### config.mk
export PLATFORM = sky130hd
export DESIGN_NAME = rxovr_guard
export DESIGN_NICKNAME = d
export VERILOG_FILES = /design/src/rtl/rxovr_pkg.sv /design/src/rtl/rxovr_occupancy.sv /design/src/rtl/rxovr_store.sv /design/src/rtl/rxovr_capture.sv /design/src/rtl/rxovr_guard.sv
export SDC_FILE = /design/constraint.sdc
export NUM_CORES = 2
export LEC_CHECK = 0
export BUFFER_PORTS_ARGS = -buffer_cell sky130_fd_sc_hd__buf_2
export CAP_MARGIN = 5
export CORE_MARGIN = 4
export CORE_UTILIZATION = 30
export DETAILED_ROUTE_END_ITERATION = 8
export PLACE_DENSITY_LB_ADDON = 0.3
export RECOVER_POWER = 100
export SETUP_SLACK_MARGIN = 0.5
export SYNTH_ARGS = -nofsm -noshare
export SYNTH_HDL_FRONTEND = slang
export SYNTH_SLANG_ARGS = --single-unit
### constraint.sdc
create_clock -name clk -period 4.1 [get_ports clk]
set_clock_uncertainty 0.2 [all_clocks]
set_input_delay 0.41 -clock clk [delete_from_list [all_inputs] [get_ports clk]]
set_output_delay 0.41 -clock clk [all_outputs]
set_load 0.01 [all_outputs]
### src/rtl/rxovr_pkg.sv
package rxovr_pkg;
    localparam int DEPTH    = 128;
    localparam int IDX_W    = $clog2(DEPTH);
    localparam int DATA_W   = 16;
    localparam int CAP_W    = 32;
    localparam int OFFS_W   = 10;
    localparam logic [OFFS_W-1:0] OFFS_BASE = 10'h200;

    typedef struct packed {
        logic              req;
        logic [IDX_W-1:0]  idx;
        logic [DATA_W-1:0] data;
    } wr_cmd_t;

    typedef struct packed {
        logic              en;
        logic [IDX_W-1:0]  idx;
    } rd_cmd_t;

    typedef struct packed {
        logic              flag;
        logic [OFFS_W-1:0] offs;
    } cap_state_t;

    function automatic logic [OFFS_W-1:0] idx_to_offs(input logic [IDX_W-1:0] idx);
        logic [OFFS_W-1:0] w;
        w = '0;
        w[IDX_W+1:2] = idx;
        return OFFS_BASE + w;
    endfunction
endpackage

### src/rtl/rxovr_occupancy.sv
module rxovr_occupancy
    import rxovr_pkg::*;
#(
    parameter int N   = DEPTH,
    parameter int IW  = IDX_W,
    parameter int DW  = DATA_W
) (
    input  logic             clk,
    input  logic             rst,
    input  wr_cmd_t          wr,
    input  rd_cmd_t          rd,
    input  logic             cfg_we,
    input  logic [IW-1:0]    cfg_idx,
    input  logic             cfg_val,
    output logic             wr_rdy,
    output logic             wr_fire,
    output logic             ovr_hit
);
    logic [N-1:0] full_q;
    logic [N-1:0] susp_q;
    logic         same_entry;

    assign same_entry = rd.en && (rd.idx == wr.idx);
    assign wr_rdy     = !(susp_q[wr.idx] && full_q[wr.idx]);
    assign wr_fire    = wr.req && wr_rdy;
    assign ovr_hit    = wr_fire && full_q[wr.idx] && !same_entry;

    for (genvar g = 0; g < N; g++) begin : g_entry
        always_ff @(posedge clk) begin
            if (rst) begin
                full_q[g] <= 1'b0;
                susp_q[g] <= 1'b0;
            end else begin
                if (wr_fire && wr.idx == IW'(g))
                    full_q[g] <= 1'b1;
                else if (rd.en && rd.idx == IW'(g))
                    full_q[g] <= 1'b0;
                if (cfg_we && cfg_idx == IW'(g))
                    susp_q[g] <= cfg_val;
            end
        end
    end

    AST_SUSP_NO_OVR: assert property (@(posedge clk) disable iff (rst)
        (wr.req && susp_q[wr.idx] && full_q[wr.idx]) |-> !ovr_hit);
    AST_WRITE_FILLS: assert property (@(posedge clk) disable iff (rst)
        wr_fire |=> full_q[$past(wr.idx)]);
endmodule

### src/rtl/rxovr_store.sv
module rxovr_store
    import rxovr_pkg::*;
#(
    parameter int N  = DEPTH,
    parameter int DW = DATA_W
) (
    input  logic          clk,
    input  logic          rst,
    input  wr_cmd_t       wr,
    input  logic          wr_fire,
    input  rd_cmd_t       rd,
    output logic [DW-1:0] rd_data,
    output logic          rd_vld
);
    logic [DW-1:0] mem [N];

    always_ff @(posedge clk) begin
        if (wr_fire)
            mem[wr.idx] <= wr.data;
        if (rd.en)
            rd_data <= mem[rd.idx];
    end

    always_ff @(posedge clk) begin
        if (rst) rd_vld <= 1'b0;
        else     rd_vld <= rd.en;
    end

    AST_RD_LATENCY: assert property (@(posedge clk) disable iff (rst)
        rd.en |=> rd_vld);
endmodule

### src/rtl/rxovr_capture.sv
module rxovr_capture
    import rxovr_pkg::*;
(
    input  logic              clk,
    input  logic              rst,
    input  logic              hit,
    input  logic [IDX_W-1:0]  hit_idx,
    input  logic              cap_rd,
    output cap_state_t        st
);
    cap_state_t nx;

    always_comb begin
        nx = st;
        if (cap_rd) begin
            nx.flag = 1'b0;
            nx.offs = OFFS_BASE;
        end
        if (hit && !nx.flag) begin
            nx.flag = 1'b1;
            nx.offs = idx_to_offs(hit_idx);
        end
    end

    always_ff @(posedge clk) begin
        if (rst) begin
            st.flag <= 1'b0;
            st.offs <= OFFS_BASE;
        end else begin
            st <= nx;
        end
    end

    AST_FIRST_KEPT: assert property (@(posedge clk) disable iff (rst)
        (st.flag && !cap_rd) |=> (st.flag && $stable(st.offs)));
    AST_READ_CLEARS: assert property (@(posedge clk) disable iff (rst)
        (cap_rd && !hit) |=> (!st.flag && st.offs == OFFS_BASE));
    AST_REARM: assert property (@(posedge clk) disable iff (rst)
        (cap_rd && hit) |=> (st.flag && st.offs == idx_to_offs($past(hit_idx))));
    AST_OFFS_RANGE: assert property (@(posedge clk) disable iff (rst)
        (st.offs[1:0] == 2'b00 && st.offs >= OFFS_BASE));
endmodule

### src/rtl/rxovr_guard.sv
module rxovr_guard
    import rxovr_pkg::*;
(
    input  logic                 clk,
    input  logic                 rst,
    input  logic                 wr_req,
    input  logic [IDX_W-1:0]     wr_idx,
    input  logic [DATA_W-1:0]    wr_data,
    output logic                 wr_rdy,
    output logic                 wr_ovr,
    input  logic                 susp_cfg_we,
    input  logic [IDX_W-1:0]     susp_cfg_idx,
    input  logic                 susp_cfg_val,
    input  logic                 rd_en,
    input  logic [IDX_W-1:0]     rd_idx,
    output logic [DATA_W-1:0]    rd_data,
    output logic                 rd_vld,
    input  logic                 cap_rd,
    output logic [CAP_W-1:0]     cap_rdata,
    output logic                 ovr_flag,
    input  logic                 irq_en,
    output logic                 irq
);
    wr_cmd_t    wr;
    rd_cmd_t    rd;
    cap_state_t cap;
    logic       fire;
    logic       hit;

    assign wr = '{req: wr_req, idx: wr_idx, data: wr_data};
    assign rd = '{en: rd_en, idx: rd_idx};

    rxovr_occupancy u_occ (
        .clk     (clk),
        .rst     (rst),
        .wr      (wr),
        .rd      (rd),
        .cfg_we  (susp_cfg_we),
        .cfg_idx (susp_cfg_idx),
        .cfg_val (susp_cfg_val),
        .wr_rdy  (wr_rdy),
        .wr_fire (fire),
        .ovr_hit (hit)
    );

    rxovr_store u_store (
        .clk     (clk),
        .rst     (rst),
        .wr      (wr),
        .wr_fire (fire),
        .rd      (rd),
        .rd_data (rd_data),
        .rd_vld  (rd_vld)
    );

    rxovr_capture u_cap (
        .clk     (clk),
        .rst     (rst),
        .hit     (hit),
        .hit_idx (wr_idx),
        .cap_rd  (cap_rd),
        .st      (cap)
    );

    assign wr_ovr    = hit;
    assign ovr_flag  = cap.flag;
    assign cap_rdata = {{(CAP_W-OFFS_W){1'b0}}, cap.offs};
    assign irq       = cap.flag && irq_en;

    AST_IRQ_GATED: assert property (@(posedge clk) disable iff (rst)
        irq |-> (ovr_flag && irq_en));
    AST_HIT_SETS_FLAG: assert property (@(posedge clk) disable iff (rst)
        wr_ovr |=> ovr_flag);
endmodule

# After elaboration in Yosys (flattened, before gate mapping)
# Memory sizes are Yosys's and may differ from the RTL's. A register that Yosys moved wholly into a read port is not among the register bits.
# Cells that the tools add are included.
[word_totals]
ramBits = 2048
input_bits = 45
output_inout_bits = 53
memories = 1
register_bits = 268
wordCells = 1434
[memory_table]
columns = ["name", "words", "width", "rd", "rd_clocked_by_memory_dff", "wr", "line", "text"]
rows = [
  ["u_store.mem", 128, 16, 1, 1, 1, "rxovr_store.sv:15", "logic [DW-1:0] mem [N];"],
]
[classes]
muxes = 264
reduce_logical = 526
add_sub_neg = 1
eq_ne = 382
magnitude_cmp = 1
[ops]
columns = ["op", "count"]
rows = [
  ["$eq 7x7->1 const B", 192],
  ["$eq 7x6->1 const B", 96],
  ["$logic_and 1x1->1", 391],
  ["$eq 7x5->1 const B", 48],
  ["$mux 1", 260],
  ["$reduce_bool 2->1", 129],
  ["$eq 7x4->1 const B", 24],
  ["$eq 7x3->1 const B", 12],
  ["$eq 7x2->1 const B", 6],
  ["$mux 11", 2],
  ["$eq 7x1->1 const B", 3],
  ["$logic_not 7->1", 3],
  ["$bmux 1 s7", 2],
  ["$add 10x9->10 const A", 1],
  ["$lt 7x8->1 const B", 1],
  ["$eq 7x7->1", 1],
  ["$logic_not 1->1", 3],
]

# Depth between registers and ports, before layout
[depth]
ltp_word = 9
ltp_mapped = 14

# Modules after synthesis
# Synthesis repeated with hierarchy kept, for this count alone.
[unflattened]
hier_cells = 4575
area_unflattened_um2 = 92030.8
[modules_own_cells]
columns = ["module", "cells_each", "area_each_um2", "seq_area_each_um2", "instances"]
rows = [
  ["rxovr_store", 3087, 78735.5, 61999.5, 1],
  ["rxovr_occupancy", 1423, 12749.7, 5124.9, 1],
  ["rxovr_capture", 41, 370.4, 180.2, 1],
  ["rxovr_guard", 24, 175.2, 0.0, 1],
]

# Worst setup path before layout
# No wires, ideal clock.
[synth_path]
path_kind = "input to register"
start = "input port wr_idx[0]"
end = "memory u_store.mem[17][0] in the netlist's numbering, enable pin"
slack_ns = -0.179
arrival_ns = 3.669
setup_time_ns = 0.409
t_required_ns = 3.491
cell_stages = 10
cell_sequence = "buf_4 -> buf_4 -> mux4_2 -> mux4_2 -> nand2_1 -> o311a_1 -> o211a_1 -> buf_4 -> o21ai_1 -> nor3_1"
[synth_via]
elab_chain_len = 7
[synth_rtl]
columns = ["element", "line", "text"]
rows = [
  ["start: declaration", "rxovr_guard.sv:7", "input logic [IDX_W-1:0] wr_idx,"],
  ["$bmux 1 s7", "rxovr_occupancy.sv:24", "assign wr_rdy = !(susp_q[wr.idx] && full_q[wr.idx]);"],
  ["$mux 1 (not written as such)", "rxovr_occupancy.sv:24", ""],
  ["$logic_and 1x1->1", "rxovr_occupancy.sv:24", ""],
  ["$logic_not 1->1", "rxovr_occupancy.sv:24", ""],
  ["$logic_and 1x1->1", "rxovr_occupancy.sv:25", "assign wr_fire = wr.req && wr_rdy;"],
  ["$mux 1", "rxovr_store.sv:18", "if (wr_fire)"],
  ["$mux 1 (not written as such)", "rxovr_store.sv:19", "mem[wr.idx] <= wr.data;"],
  ["end: declaration", "rxovr_store.sv:15", ""],
]
# Several ways; a longest one is shown, not always the timed one. The select of a mux whose other input is x is not followed.

==> out/results.tsv <==
metric	value	unit
dr_total_vias	48280	
htree_levels	4	
die_w	562.8	um
p_int	39.46	mW
ir_worst_vdd	0.0004291	V
critPathLaunchType	primary input	
rsz0062_at_grt	yes	
finalPower	50.62	mW
cp.required	4.50	ns
finalCriticalPeriod	3.966	ns
tritoncts	built	
multiInputGateArea	0.02373	sq mm
tightest_slew	3.974	ns
r2r_start	u_occ.full_q[74]$_SDFFE_PP0P_	
cts_buffers	238	
clkPwrFrac	42.8	%
maxSlewViolCount	1469	
register_area	0.06731	sq mm
fillers	28300	
grt_pass1_wl	367.4	mm
dp_cells	9022	
synth-compound-area-share	2.485	%
syn-cell-area	0.09234	sq mm
numPortBuffers	73	
clock_latency	0.88	ns
yosysTopAreaCell	edfxtp_1	
outcome	finished, violations left	
drtPass1Iterations	8	
clkSinkCount	2330	
critical_path_arrival	4.37	ns
power.switching	11.16	mW
dp_slack	-0.09915	ns
hold_viol_final	0	
yosys.area_share.simple	4.447	%
synthMuxAreaShare	18.36	%
ff2ff_setup_slack	0.14	ns
netlist.area_leader.share	67.12	%
drive_gt1_share	28.00	%
p_leak	33.91	nW
synth-xor-area-share	0.06640	%
vias_per_cell	5.069	
grt_antenna_before_repair	21	
drc_errors	0	
placed_cell_area	0.1020	sq mm
synth-seq-cells	2330	
ys_types	58	
netlist_instances	4787	
swShare	22.05	%
clkTransAtPathRegs	0.06	ns
crit_path_max_fanout	18	
dieArea	0.3167	sq mm
fin_cells	9525	
max_freq	252.2	MHz
synth_top_family_by_area	multiplexers	
final_cell_mix	edfxtp_1 (2064), mux4_2 (706), nand2_1 (319)	
yosys-top-cells-area	edfxtp_1 (67%), mux4_2 (17%), dfxtp_1 (5.8%)	
synthAdderAreaFrac	0	%
synthArstFlopShare	0	%
clock-root-buffer	clkbuf_16	
nNetsFinal	5249	
fin_ws	0.1344	ns
cap_violations	23	
clockBufferDepth	3	
mostFrequentLayoutCell	edfxtp_1	
core	0.3061	sq mm
grt-ovfl-total	0	
end_kind	register	
ant_nets	0	
slew_headroom	-165.0	%
holdWs	0.08743	ns
synth_seq_area_share	72.89	%
grt_pass1_vias	48130	
synth-edff-count	2064	
finalWirelength	260.4	mm
hp-class	in2reg	
synthToLayoutAreaGrowth	18.06	%
io_pins	98	
ys.warnings.count	0	
reg2reg_to	u_store.mem[46][6]$_DFFE_PP_	
post-route-period-util	96.72	%
post_drt_wl_per_cell	27.34	um
dr.first_iter.drc_count	5516	
crit_path_start	rd_idx[0]	
ff2ff_path_depth	11	
start_util	30.17	%
grt_max_degree	167	
p_seq_share	51.4	%
cp-endpoint	u_store.rd_data[4]$_DFFE_PP_	
p_comb_share	5.8	%
grtUsageTotal	16.05	%
hold_path_depth	3	
setup_viol	0	
num_rows	203	
finalInstanceArea	0.1090	sq mm
place.gp.congestion	0.8658	
avgSynthCellArea	19.29	sq um
die_h	562.8	um
violations	max-capacitance violations, max-slew violations	
dpl.hpwl	166.1	mm
power.density	464.4	mW/mm^2
crit_type	in2reg	
ys.flop_type	edfxtp_1	
layout make-up:
| cell class | instances | share of cell area, % |
|---|---|---|
| Clock buffer | 284 | 5.744 |
| Inverter | 19 | 0.06542 |
| Antenna cell | 14 | 0.03214 |
| Clock inverter | 163 | 1.459 |
| Sequential cell | 2330 | 61.75 |
| Multi-Input combinational cell | 2120 | 21.77 |
| Timing Repair Buffer | 495 | 4.481 |
| Tap cell | 4100 | 4.706 |
worst max-delay path: stages:
cell and delay [ns]:
clkbuf_4 0.40, clkbuf_1 0.84, buf_12 0.29, mux4_2 0.55, mux4_2 0.62, mux2_2 0.32, nand2_1 0.06, o21ai_0 0.26
o21ai_0 0.43, nand2_1 0.10
power groups by stage:
stage,logic [mW],registers (mW),clock network (mW)
floorplan,1.50,26.5,0
global placement,3.02,26.5,0
detailed placement,3.04,26.5,0
CTS,3.07,26.0,22.1
global route,3.11,26.0,23.2
finish,2.96,26.0,21.7
sequential cells by signal (all words and copies together) (netlist names):
register         count
u_store.rd_vld       1
u_occ.full_q       128
u_occ.susp_q       128
u_store.rd_data     16
u_cap.st             9
u_store.mem       2048
cell usage after synthesis (12+ instances only):
| cell type | n |
|---|---|
| o22ai_1 | 35 |
| inv_1 | 16 |
| mux2_2 | 12 |
| nor2_1 | 181 |
| a22oi_1 | 14 |
| o21ai_0 | 206 |
| nand4_1 | 15 |
| nand3_1 | 113 |
| clkbuf_1 | 200 |
| buf_2 | 65 |
| nand2b_1 | 32 |
| mux4_2 | 706 |
| buf_1 | 37 |
| dfxtp_1 | 266 |
| a21oi_1 | 106 |
| edfxtp_1 | 2064 |
| buf_4 | 29 |
| nand2_1 | 319 |
| nand3b_1 | 37 |
| nor2b_1 | 96 |
| mux2i_1 | 86 |
| or3_1 | 12 |
| nor3_1 | 39 |
metrics by stage:
stage / util, % / TNS, ns
after global routing: 35.61 / 0
after global placement: 33.34 / -43.62
final: 35.62 / 0
after detailed placement: 33.34 / -25.08
after CTS: 36.04 / 0
after floorplan: - / 0
metal layers:
layer,GRT usage [%],share of wire [%]
met2,25.85,48
met1,22.74,43
met5,0,0
met4,3.736,2.1
met3,2.786,6.5
cell families after synthesis:
group                     after synthesis
DFF                                  2330
and+or+nand+nor                       875
muxes                                 806
other                                   1
AOI/OAI and AO/OA                     408
buffers and inverters                 360
xor gates and xnor gates                7
how the worst min path moves through the flow:
stage,end,from
final,u_cap.st[9]$_SDFFE_PP1P_,cap_rd
after detailed placement,u_occ.susp_q[39]$_SDFFE_PP0P_,u_occ.susp_q[39]$_SDFFE_PP0P_
after floorplan,u_occ.susp_q[102]$_SDFFE_PP0P_,u_occ.susp_q[102]$_SDFFE_PP0P_
after global placement,u_occ.susp_q[89]$_SDFFE_PP0P_,u_occ.susp_q[89]$_SDFFE_PP0P_
after CTS,u_store.mem[85][14]$_DFFE_PP_,wr_data[14]
after global routing,u_cap.st[9]$_SDFFE_PP1P_,cap_rd
what timing repair did:
action                                 4_1_cts  5_1_grt
pin swaps                                    1        2
buffers inserted                             2        1
resized for setup                            7        6
setup endpoints to repair                  126     1085
endpoints found under the hold margin      552        0
hold buffers                                38        0
gates cloned                                 0        1
Note: power is estimated with default switching activity, not from simulation.
